File: src/rtl/useq_pkg.sv
package useq_pkg;

  localparam int ADDR_W = 6;
  localparam int CTL_W  = 39;
  localparam int OPC_W  = 4;
  localparam int DEPTH  = 1 << ADDR_W;

  // next-state condition selector
  typedef enum logic [2:0] {
    COND_NONE = 3'd0,
    COND_RDY  = 3'd1,
    COND_BEN  = 3'd2,
    COND_IR11 = 3'd3
  } cond_e;

  typedef struct packed {
    logic [CTL_W-1:0]  ctl;
    logic              disp;
    cond_e             cnd;
    logic [ADDR_W-1:0] jmp;
  } uinst_t;

  localparam int UI_W = $bits(uinst_t);

  // control bit positions
  localparam int CB_LD_MAR  = 0;
  localparam int CB_LD_MDR  = 1;
  localparam int CB_LD_IR   = 2;
  localparam int CB_LD_PC   = 3;
  localparam int CB_LD_REG  = 4;
  localparam int CB_LD_CC   = 5;
  localparam int CB_MEM_EN  = 6;
  localparam int CB_MEM_WE  = 7;
  localparam int CB_ALU_LO  = 8;
  localparam int CB_LD_BEN  = 10;

  localparam logic [1:0] ALU_ADD = 2'b00;
  localparam logic [1:0] ALU_AND = 2'b01;
  localparam logic [1:0] ALU_NOT = 2'b10;

  // well-known micro-addresses
  localparam logic [ADDR_W-1:0] A_BR     = ADDR_W'(0);
  localparam logic [ADDR_W-1:0] A_ADD    = ADDR_W'(1);
  localparam logic [ADDR_W-1:0] A_JSR    = ADDR_W'(4);
  localparam logic [ADDR_W-1:0] A_AND    = ADDR_W'(5);
  localparam logic [ADDR_W-1:0] A_LDR    = ADDR_W'(6);
  localparam logic [ADDR_W-1:0] A_STR    = ADDR_W'(7);
  localparam logic [ADDR_W-1:0] A_NOT    = ADDR_W'(9);
  localparam logic [ADDR_W-1:0] A_STWR   = ADDR_W'(16);
  localparam logic [ADDR_W-1:0] A_FETCH  = ADDR_W'(18);
  localparam logic [ADDR_W-1:0] A_JSRB   = ADDR_W'(20);
  localparam logic [ADDR_W-1:0] A_JSRP   = ADDR_W'(21);
  localparam logic [ADDR_W-1:0] A_BRTK   = ADDR_W'(22);
  localparam logic [ADDR_W-1:0] A_STMDR  = ADDR_W'(23);
  localparam logic [ADDR_W-1:0] A_LDRD   = ADDR_W'(25);
  localparam logic [ADDR_W-1:0] A_LDWB   = ADDR_W'(27);
  localparam logic [ADDR_W-1:0] A_DECODE = ADDR_W'(32);
  localparam logic [ADDR_W-1:0] A_FRD    = ADDR_W'(33);
  localparam logic [ADDR_W-1:0] A_FIR    = ADDR_W'(35);

endpackage

File: src/rtl/useq_store.sv
module useq_store
  import useq_pkg::*;
(
  input  logic [ADDR_W-1:0] addr,
  output uinst_t            word
);

  function automatic logic [CTL_W-1:0] cb(input int pos);
    return CTL_W'(1) << pos;
  endfunction

  function automatic logic [CTL_W-1:0] alu(input logic [1:0] op);
    return CTL_W'(op) << CB_ALU_LO;
  endfunction

  function automatic uinst_t mk(input logic [CTL_W-1:0] c, input logic d,
                                input cond_e k, input logic [ADDR_W-1:0] j);
    uinst_t u;
    u.ctl  = c;
    u.disp = d;
    u.cnd  = k;
    u.jmp  = j;
    return u;
  endfunction

  function automatic uinst_t entry(input int a);
    case (a)
      18:      return mk(cb(CB_LD_MAR) | cb(CB_LD_PC), 1'b0, COND_NONE, A_FRD);
      33:      return mk(cb(CB_LD_MDR) | cb(CB_MEM_EN), 1'b0, COND_RDY, A_FRD);
      35:      return mk(cb(CB_LD_IR), 1'b0, COND_NONE, A_DECODE);
      32:      return mk(cb(CB_LD_BEN), 1'b1, COND_NONE, '0);
      0:       return mk('0, 1'b0, COND_BEN, A_FETCH);
      22:      return mk(cb(CB_LD_PC), 1'b0, COND_NONE, A_FETCH);
      1:       return mk(cb(CB_LD_REG) | cb(CB_LD_CC) | alu(ALU_ADD), 1'b0, COND_NONE, A_FETCH);
      5:       return mk(cb(CB_LD_REG) | cb(CB_LD_CC) | alu(ALU_AND), 1'b0, COND_NONE, A_FETCH);
      9:       return mk(cb(CB_LD_REG) | cb(CB_LD_CC) | alu(ALU_NOT), 1'b0, COND_NONE, A_FETCH);
      6:       return mk(cb(CB_LD_MAR), 1'b0, COND_NONE, A_LDRD);
      25:      return mk(cb(CB_LD_MDR) | cb(CB_MEM_EN), 1'b0, COND_RDY, A_LDRD);
      27:      return mk(cb(CB_LD_REG) | cb(CB_LD_CC), 1'b0, COND_NONE, A_FETCH);
      7:       return mk(cb(CB_LD_MAR), 1'b0, COND_NONE, A_STMDR);
      23:      return mk(cb(CB_LD_MDR), 1'b0, COND_NONE, A_STWR);
      16:      return mk(cb(CB_MEM_EN) | cb(CB_MEM_WE), 1'b0, COND_RDY, A_STWR);
      4:       return mk(cb(CB_LD_REG), 1'b0, COND_IR11, A_JSRB);
      20:      return mk(cb(CB_LD_PC), 1'b0, COND_NONE, A_FETCH);
      21:      return mk(cb(CB_LD_PC), 1'b0, COND_NONE, A_FETCH);
      default: return mk('0, 1'b0, COND_NONE, A_FETCH);
    endcase
  endfunction

  uinst_t rom [DEPTH];

  for (genvar g = 0; g < DEPTH; g++) begin : g_ent
    assign rom[g] = entry(g);
  end

  assign word = rom[addr];

endmodule

File: src/rtl/useq_next.sv
module useq_next
  import useq_pkg::*;
(
  input  uinst_t             ui,
  input  logic [OPC_W-1:0]   opcode,
  input  logic               ben,
  input  logic               rdy,
  input  logic               ir11,
  output logic [ADDR_W-1:0]  nxt
);

  logic [ADDR_W-1:0] cond_or;

  always_comb begin
    cond_or = '0;
    unique case (ui.cnd)
      COND_RDY:  cond_or[1] = rdy;
      COND_BEN:  cond_or[2] = ben;
      COND_IR11: cond_or[0] = ir11;
      default:   cond_or = '0;
    endcase
    if (ui.disp) nxt = {{(ADDR_W-OPC_W){1'b0}}, opcode};
    else         nxt = ui.jmp | cond_or;
  end

endmodule

File: src/rtl/useq_ben.sv
module useq_ben (
  input  logic       clk,
  input  logic       rst_n,
  input  logic       ld,
  input  logic [2:0] ir_nzp,
  input  logic       cc_n,
  input  logic       cc_z,
  input  logic       cc_p,
  output logic       ben
);

  logic ben_d, ben_q;

  always_comb begin
    ben_d = ben_q;
    if (ld) ben_d = |(ir_nzp & {cc_n, cc_z, cc_p});
  end

  always_ff @(posedge clk or negedge rst_n) begin
    if (!rst_n) ben_q <= 1'b0;
    else        ben_q <= ben_d;
  end

  assign ben = ben_q;

  AST_BEN_HOLD: assert property (@(posedge clk) disable iff (!rst_n)
    !ld |=> ben == $past(ben));

endmodule

File: src/rtl/useq_core.sv
module useq_core
  import useq_pkg::*;
#(
  parameter int RST_STAGES = 2
) (
  input  logic              clk,
  input  logic              rst_n,
  input  logic [OPC_W-1:0]  opcode,
  input  logic [2:0]        ir_nzp,
  input  logic              cc_n,
  input  logic              cc_z,
  input  logic              cc_p,
  input  logic              mem_rdy,
  output logic [ADDR_W-1:0] state_addr,
  output logic [CTL_W-1:0]  ctrl_word
);

  // reset release synchroniser
  logic [RST_STAGES-1:0] rs_q;
  logic                  rst_q;

  always_ff @(posedge clk or negedge rst_n) begin
    if (!rst_n) rs_q <= '0;
    else        rs_q <= {rs_q[RST_STAGES-2:0], 1'b1};
  end
  assign rst_q = rs_q[RST_STAGES-1];

  logic [ADDR_W-1:0] state_q, state_d, nxt;
  uinst_t            uw;
  logic              ben;

  useq_store u_store (
    .addr (state_q),
    .word (uw)
  );

  useq_ben u_ben (
    .clk    (clk),
    .rst_n  (rst_q),
    .ld     (uw.ctl[CB_LD_BEN]),
    .ir_nzp (ir_nzp),
    .cc_n   (cc_n),
    .cc_z   (cc_z),
    .cc_p   (cc_p),
    .ben    (ben)
  );

  useq_next u_next (
    .ui     (uw),
    .opcode (opcode),
    .ben    (ben),
    .rdy    (mem_rdy),
    .ir11   (ir_nzp[2]),
    .nxt    (nxt)
  );

  always_comb state_d = nxt;

  always_ff @(posedge clk or negedge rst_q) begin
    if (!rst_q) state_q <= A_FETCH;
    else        state_q <= state_d;
  end

  assign state_addr = state_q;
  assign ctrl_word  = uw.ctl;

  AST_FETCH_STEP: assert property (@(posedge clk) disable iff (!rst_q)
    state_q == A_FETCH |=> state_q == A_FRD);
  AST_FETCH_WAIT: assert property (@(posedge clk) disable iff (!rst_q)
    (state_q == A_FRD && !mem_rdy) |=> state_q == A_FRD);
  AST_DECODE_JUMP: assert property (@(posedge clk) disable iff (!rst_q)
    state_q == A_DECODE |=> state_q == {{(ADDR_W-OPC_W){1'b0}}, $past(opcode)});
  AST_BR_TAKEN: assert property (@(posedge clk) disable iff (!rst_q)
    (state_q == A_BR && ben) |=> state_q == A_BRTK);
  AST_EXEC_RETURN: assert property (@(posedge clk) disable iff (!rst_q)
    (state_q == A_ADD || state_q == A_AND || state_q == A_NOT) |=> state_q == A_FETCH);
  AST_JSR_SPLIT: assert property (@(posedge clk) disable iff (!rst_q)
    state_q == A_JSR |=> state_q == {A_JSRB[ADDR_W-1:1], $past(ir_nzp[2])});

endmodule

File: config.mk
export PLATFORM = sky130hd
export DESIGN_NAME = useq_core
export DESIGN_NICKNAME = d
export VERILOG_FILES = /design/src/rtl/useq_pkg.sv /design/src/rtl/useq_store.sv /design/src/rtl/useq_next.sv /design/src/rtl/useq_ben.sv /design/src/rtl/useq_core.sv
export SDC_FILE = /design/constraint.sdc
export NUM_CORES = 1
export LEC_CHECK = 0
export ABC_AREA = 1
export BUFFER_PORTS_ARGS = -buffer_cell sky130_fd_sc_hd__buf_2
export CAP_MARGIN = 10
export CORE_MARGIN = 4
export CORE_UTILIZATION = 45
export DETAILED_ROUTE_END_ITERATION = 8
export GPL_ROUTABILITY_DRIVEN = 0
export PLACE_DENSITY = 0.81
export SKIP_CTS_REPAIR_TIMING = 1
export SLEW_MARGIN = 5
export SYNTH_ARGS = -nofsm -noshare
export SYNTH_HDL_FRONTEND = slang
export SYNTH_SLANG_ARGS = --single-unit
File: constraint.sdc
create_clock -name clk -period 3 [get_ports clk]
set_input_delay 0.3 -clock clk [delete_from_list [all_inputs] [get_ports clk]]
set_output_delay 0.3 -clock clk [all_outputs]
set_load 0.01 [all_outputs]
**Word-level counts from Yosys, hierarchy flattened**

Memory sizes are Yosys's and may differ from the RTL's.
Index checks and enable logic that the tools add are counted.

- Equality and inequality tests: 3
- Reductions and logical operators: 1
- $lt $le $gt $ge: 1
- Bitwise operators: 3
- Mux-type cells: 6

Operators by type and width:

| kind | number |
|---|---|
| 49-bit 2-to-1 mux | 2 |
| 7-bit >= comparator (second input constant) | 1 |
| 6-bit NOT with 7-bit output | 1 |
| 3-bit by 2-bit equality test with 1-bit output (second input constant) | 2 |
| 6-bit 2-to-1 mux | 1 |
| 6-bit by 3-bit OR with 6-bit output | 1 |
| 3-bit AND | 1 |
| 3-bit by 1-bit equality test with 1-bit output (second input constant) | 1 |
| 1-bit 2-to-1 mux | 3 |
| 3-bit OR reduction | 1 |

- Memories: 1
- Input port bits: 13
- Register bits after elaboration: 9
- Word-level logic and storage cells: 18
- Memory bits (read-only): 3136
- Output and inout bits: 45

Memories:

| name | words | bits a word | read ports | clocked after Yosys merged registers in | wr ports | line | source |
|---|---|---|---|---|---|---|---|
| (name not given) | 64 | 49 | 1 | 0 | 0 | useq_store.sv:56 | `assign word = rom[addr];` |

**Depth between registers and ports, before layout**

- Word-level depth: 8
- Depth in mapped cells: 10
- Gate-level depth less buffers: 10

**Hierarchy**

Synthesis repeated with hierarchy kept, for this count alone.

- Cells, all modules: 153
- Area total of the unflattened synthesis: 1039.7 µm²

By module, submodules not included:

| module | seq. area each (µm²) | cells each | area each (µm²) | instances |
|---|---|---|---|---|
| useq_store | 0.0 | 105 | 661.9 | 1 |
| useq_core | 202.7 | 9 | 206.4 | 1 |
| useq_next | 0.0 | 30 | 116.4 | 1 |
| useq_ben | 25.0 | 9 | 55.1 | 1 |

**Worst setup path before layout**

No wires, ideal clock.

- Path type: reg-to-output
- From: reg state_q[4] (netlist: state_addr[4])
- To: out ctrl_word[3]
- Slack: 1.328 ns
- Cell stages (with the launch flop): 4
- Arrival: 1.372 ns
- Path buffers: 1
- Required time: 2.700 ns
- Path through: dfstp_2 -> buf_6 -> nand2_1 -> a2111oi_0

- Cells in the longest elaborated chain, start to end: 4

Ends and longest elaborated chain:

| what | line | source |
|---|---|---|
| start, declared | useq_core.sv:28 | `logic [ADDR_W-1:0] state_q, state_d, nxt;` |
| start signal, assigned | useq_core.sv:61 | `else state_q <= state_d;` |
| 6-bit NOT with 7-bit output (not written as such) | useq_store.sv:56 |  |
| memory 64 x 49 bit | - |  |
| 49-bit 2-to-1 mux (not written as such) (2 in a row) | useq_store.sv:56 |  |
| end, declared | useq_core.sv:15 | `output logic [CTL_W-1:0] ctrl_word` |

Every way passes these cells. The select of a mux whose other input is x is not followed.

**Worst setup path in the final report**

- From: reg state_q[1] (netlist: state_addr[1])
- To: out ctrl_word[4]

The elaborated chain is that of the path after synthesis.

==> summary.txt <==
Final layout
  – Ant diodes: 0
  – Final core occ: 50.76%
  – Fin nets: 189
  – Fraction of layout cells with a size suffix above 1: 32.75%
  – Filler cells: 231
  – Final Cell Area: 1134 µm²
  – Area delta synth->final: 7.346%

GRT
  – Initial antenna violation count: 0
  – GRT overflow: 0
  – GR Util met3: 4.368%
  – Largest net degree at the start of global routing: 11
  – GRT Overall Usage: 12.67%
  – Grt met2 use: 18.81%
  – GR peak layer: met2
  – First-pass GRT wire length: 3284 µm
  – M1 GR Usage: 16.62%
  – Vias in the first global route: 781

Power
  – Lkg Pwr: 0.6474 nW
  – Clock power frac: 9.3%
  – P_sw: 0.0005398 W
  – Sw Share: 54.27%
  – Int Pwr: 0.0004548 W
  – Power Density: 877.4 nW/µm²
  – Worst IR Drop VDD: 0.4207 mV
  – Gate power share: 63.4%
  – Seq pwr share: 27.4%

Worst setup path
  – CP Cell Sequence: inv_1, ha_1, nand2_2, inv_2, nor3_1, nor3b_1, buf_2
  – Slowest stage cell, crit path: dfstp_2
  – Arr. time, crit path: 1.72 ns
  – Critical path startpoint category: register
  – CP max stage delay: 0.58 ns
  – Critical path endpoint category: output pin
  – Worst-path fanout max: 6
  – Setup Crit Path Kind: register to output pin
  – R2R Setup Slk: 1.47 ns
  – CP Data Required Time: 2.70 ns

Drt
  – Routed WL: 2174 µm
  – 1st-pass router iterations: 5
  – Detailed-route via count: 923
  – DRC viols: 0
  – Vias per inst: 4.638
  – WL per Instance: 10.92 µm
  – Post-route ant nets: 0
  – Drt initial violations: 8

Placement
  – Placed Instance Area: 1097 µm²
  – Post-DP HPWL: 1831 µm
  – Port Buffers: 29

Die
  – Row Count: 17
  – Starting Density: 47.28%
  – Ports: 58
  – Die Wd: 56.44 µm
  – Die area: 3185 µm²
  – Core area: 2233 µm²
  – Die height: 56.44 µm

Logic synthesis
  – Synth cell count leaders: 29 x buf_4, 25 x nand2_1, 11 x nor2_1
  – Sequential-to-total area share from yosys stat: 21.56%
  – EDFF count, synth: 0
  – Synth unique cells: 31
  – Synth Warn #: 0
  – Syn Inst Count: 141
  – Synth area leader: buf_4
  – Ys async rst share: 100.0%
  – Cell Area, Synth: 1056 µm²
  – Yosys reg bits: 9
  – Main synth FF type: dfrtp_1
  – Synth area leaders: buf_4 21%, dfrtp_1 17%, nand2_1 8.9%
  – Most frequent cell after synthesis: buf_4
  – Area share of the largest cell type after synthesis: 20.62%
  – Syn Area/Cell: 7.489 µm²

Timing
  – FMAX: 0.4941 GHz
  – RSZ-0062 raised after global routing: false
  – Max-slew violation count: 0
  – Crit share post-route: 67.46%
  – Final clock skew: 0.001185 ns
  – Final Hold Vio Count: 0
  – Setup-failing EPs final: 0
  – TNS Setup: 0 ns
  – Post-layout min period: 2.024 ns

CTS
  – Root Buffer: clkbuf_4
  – Clock Sinks: 9
  – Clock tree buffer depth: 2
  – Worst-skew pair later-pin latency: 0.26 ns
  – CTS tree: built
  – CTS buffer count: 3
  – Clock transition at the registers of the reported paths: 0.06 ns
  – CTS H-Tree Depth: 1

Worst hold path
  – Worst Hold Class: register to asynchronous set/reset pin

Run status
  – Status: complete, no violations

Flow run
  – Max Cap Viol: 0
[flip-flops by register name, summed over array words and instances, names as in the netlist]
register and count:
rs_q 2, state_addr 6, u_ben.ben 1
[stage by stage]
step	worst slack (ns)	hold WS (ns)	power [W]	cells
floorplan	1.328	0.004409	0.0007707	168
global placement	1.322	0.08774	0.0008987	194
detailed placement	1.271	0.09040	0.0009000	194
CTS	0.9787	-0.1887	0.0009955	198
global route	0.9106	0.1421	0.001081	199
finish	0.9763	0.1155	0.0009946	199
[worst paths after layout]
check / from / endpoint / cells after the start
worst min-delay path: rs_q[1]$_DFF_PN0_ / u_ben.ben$_DFFE_PN0P_ / 0
worst min register to register: rs_q[1]$_DFF_PN0_ / u_ben.ben$_DFFE_PN0P_ / 0
min in group clk: mem_rdy / state_addr[1]$_DFF_PN1_ / 3
worst max-delay path: state_addr[1]$_DFF_PN1_ / ctrl_word[4] / 7
max in group asynchronous: rst_n / rs_q[1]$_DFF_PN0_ / 2
worst max register to register: state_addr[1]$_DFF_PN1_ / state_addr[1]$_DFF_PN1_ / 7
[routing by layer]
layer / share of wire (%) / up-vias / wire length, µm
met2: 47 / 54 / 1027
met5: 0 / - / 0
li1: - / 453 / -
met1: 42 / 412 / 919
met4: 0.97 / 0 / 21
met3: 9.4 / 4 / 205
[cell type report]
class	instances	area [µm²]	area share, %
timing repair buffer	30	155.1	13.69
multi-input combinational	111	621.8	54.86
inverter	17	67.56	5.960
clock buffer	4	26.28	2.318
tap	28	35.03	3.091
sequential	9	227.7	20.09
[placed cells by master (no fill, tap or decap)]
master	Yosys	final
conb_1	2	29
buf_2	0	29
nand2_1	25	25
nor2_1	11	11
inv_1	10	10
nand3_1	8	8
dfrtp_1	7	7
inv_2	5	5
a21oi_1	5	5
ha_1	4	4
nor2_4	3	3
nand3_4	3	3
nand4_1	3	3
clkbuf_4	0	3
nand2_2	2	2
nand3_2	2	2
nor2_2	2	2
nor3_1	2	2
nor3b_1	2	2
a31oi_1	2	2
dfstp_2	2	2
inv_4	1	1
nor2_8	1	1
o21ai_0	1	1
a41oi_1	1	1
a2111oi_0	1	1
clkinv_2	1	1
o21ai_1	1	1
or2_0	1	1
a21oi_2	1	1
a211oi_2	1	1
clkbuf_1	0	1
dlygate4sd3_1	0	1
[worst max-delay path: cells and delay by family, from the launching register on]
family | cells | cell delay, ns
buffers and inverters | 3 | 0.29
DFF | 1 | 0.58
and+or+nand+nor | 3 | 0.36
adders and majority gates | 1 | 0.24
[logic make-up after synthesis]
logic type	Yosys count	share of synthesized area, %
adders and majority gates	4	4.740
buffers and inverters	48	29.15
DFF	9	21.56
other	2	0.7112
AOI/OAI and AO/OA	13	8.174
and+or+nand+nor	65	35.66
[power by group through the flow]
stage	clock network, W	registers [W]	logic (W)
final	0.0000923	0.000272	0.000630
after global routing	0.000104	0.000280	0.000697
after CTS	0.0000957	0.000272	0.000628
after detailed placement	0	0.000274	0.000626
after global placement	0	0.000273	0.000626
after floorplan	0	0.000243	0.000528
No activity file was read; power rests on OpenSTA's default activity.
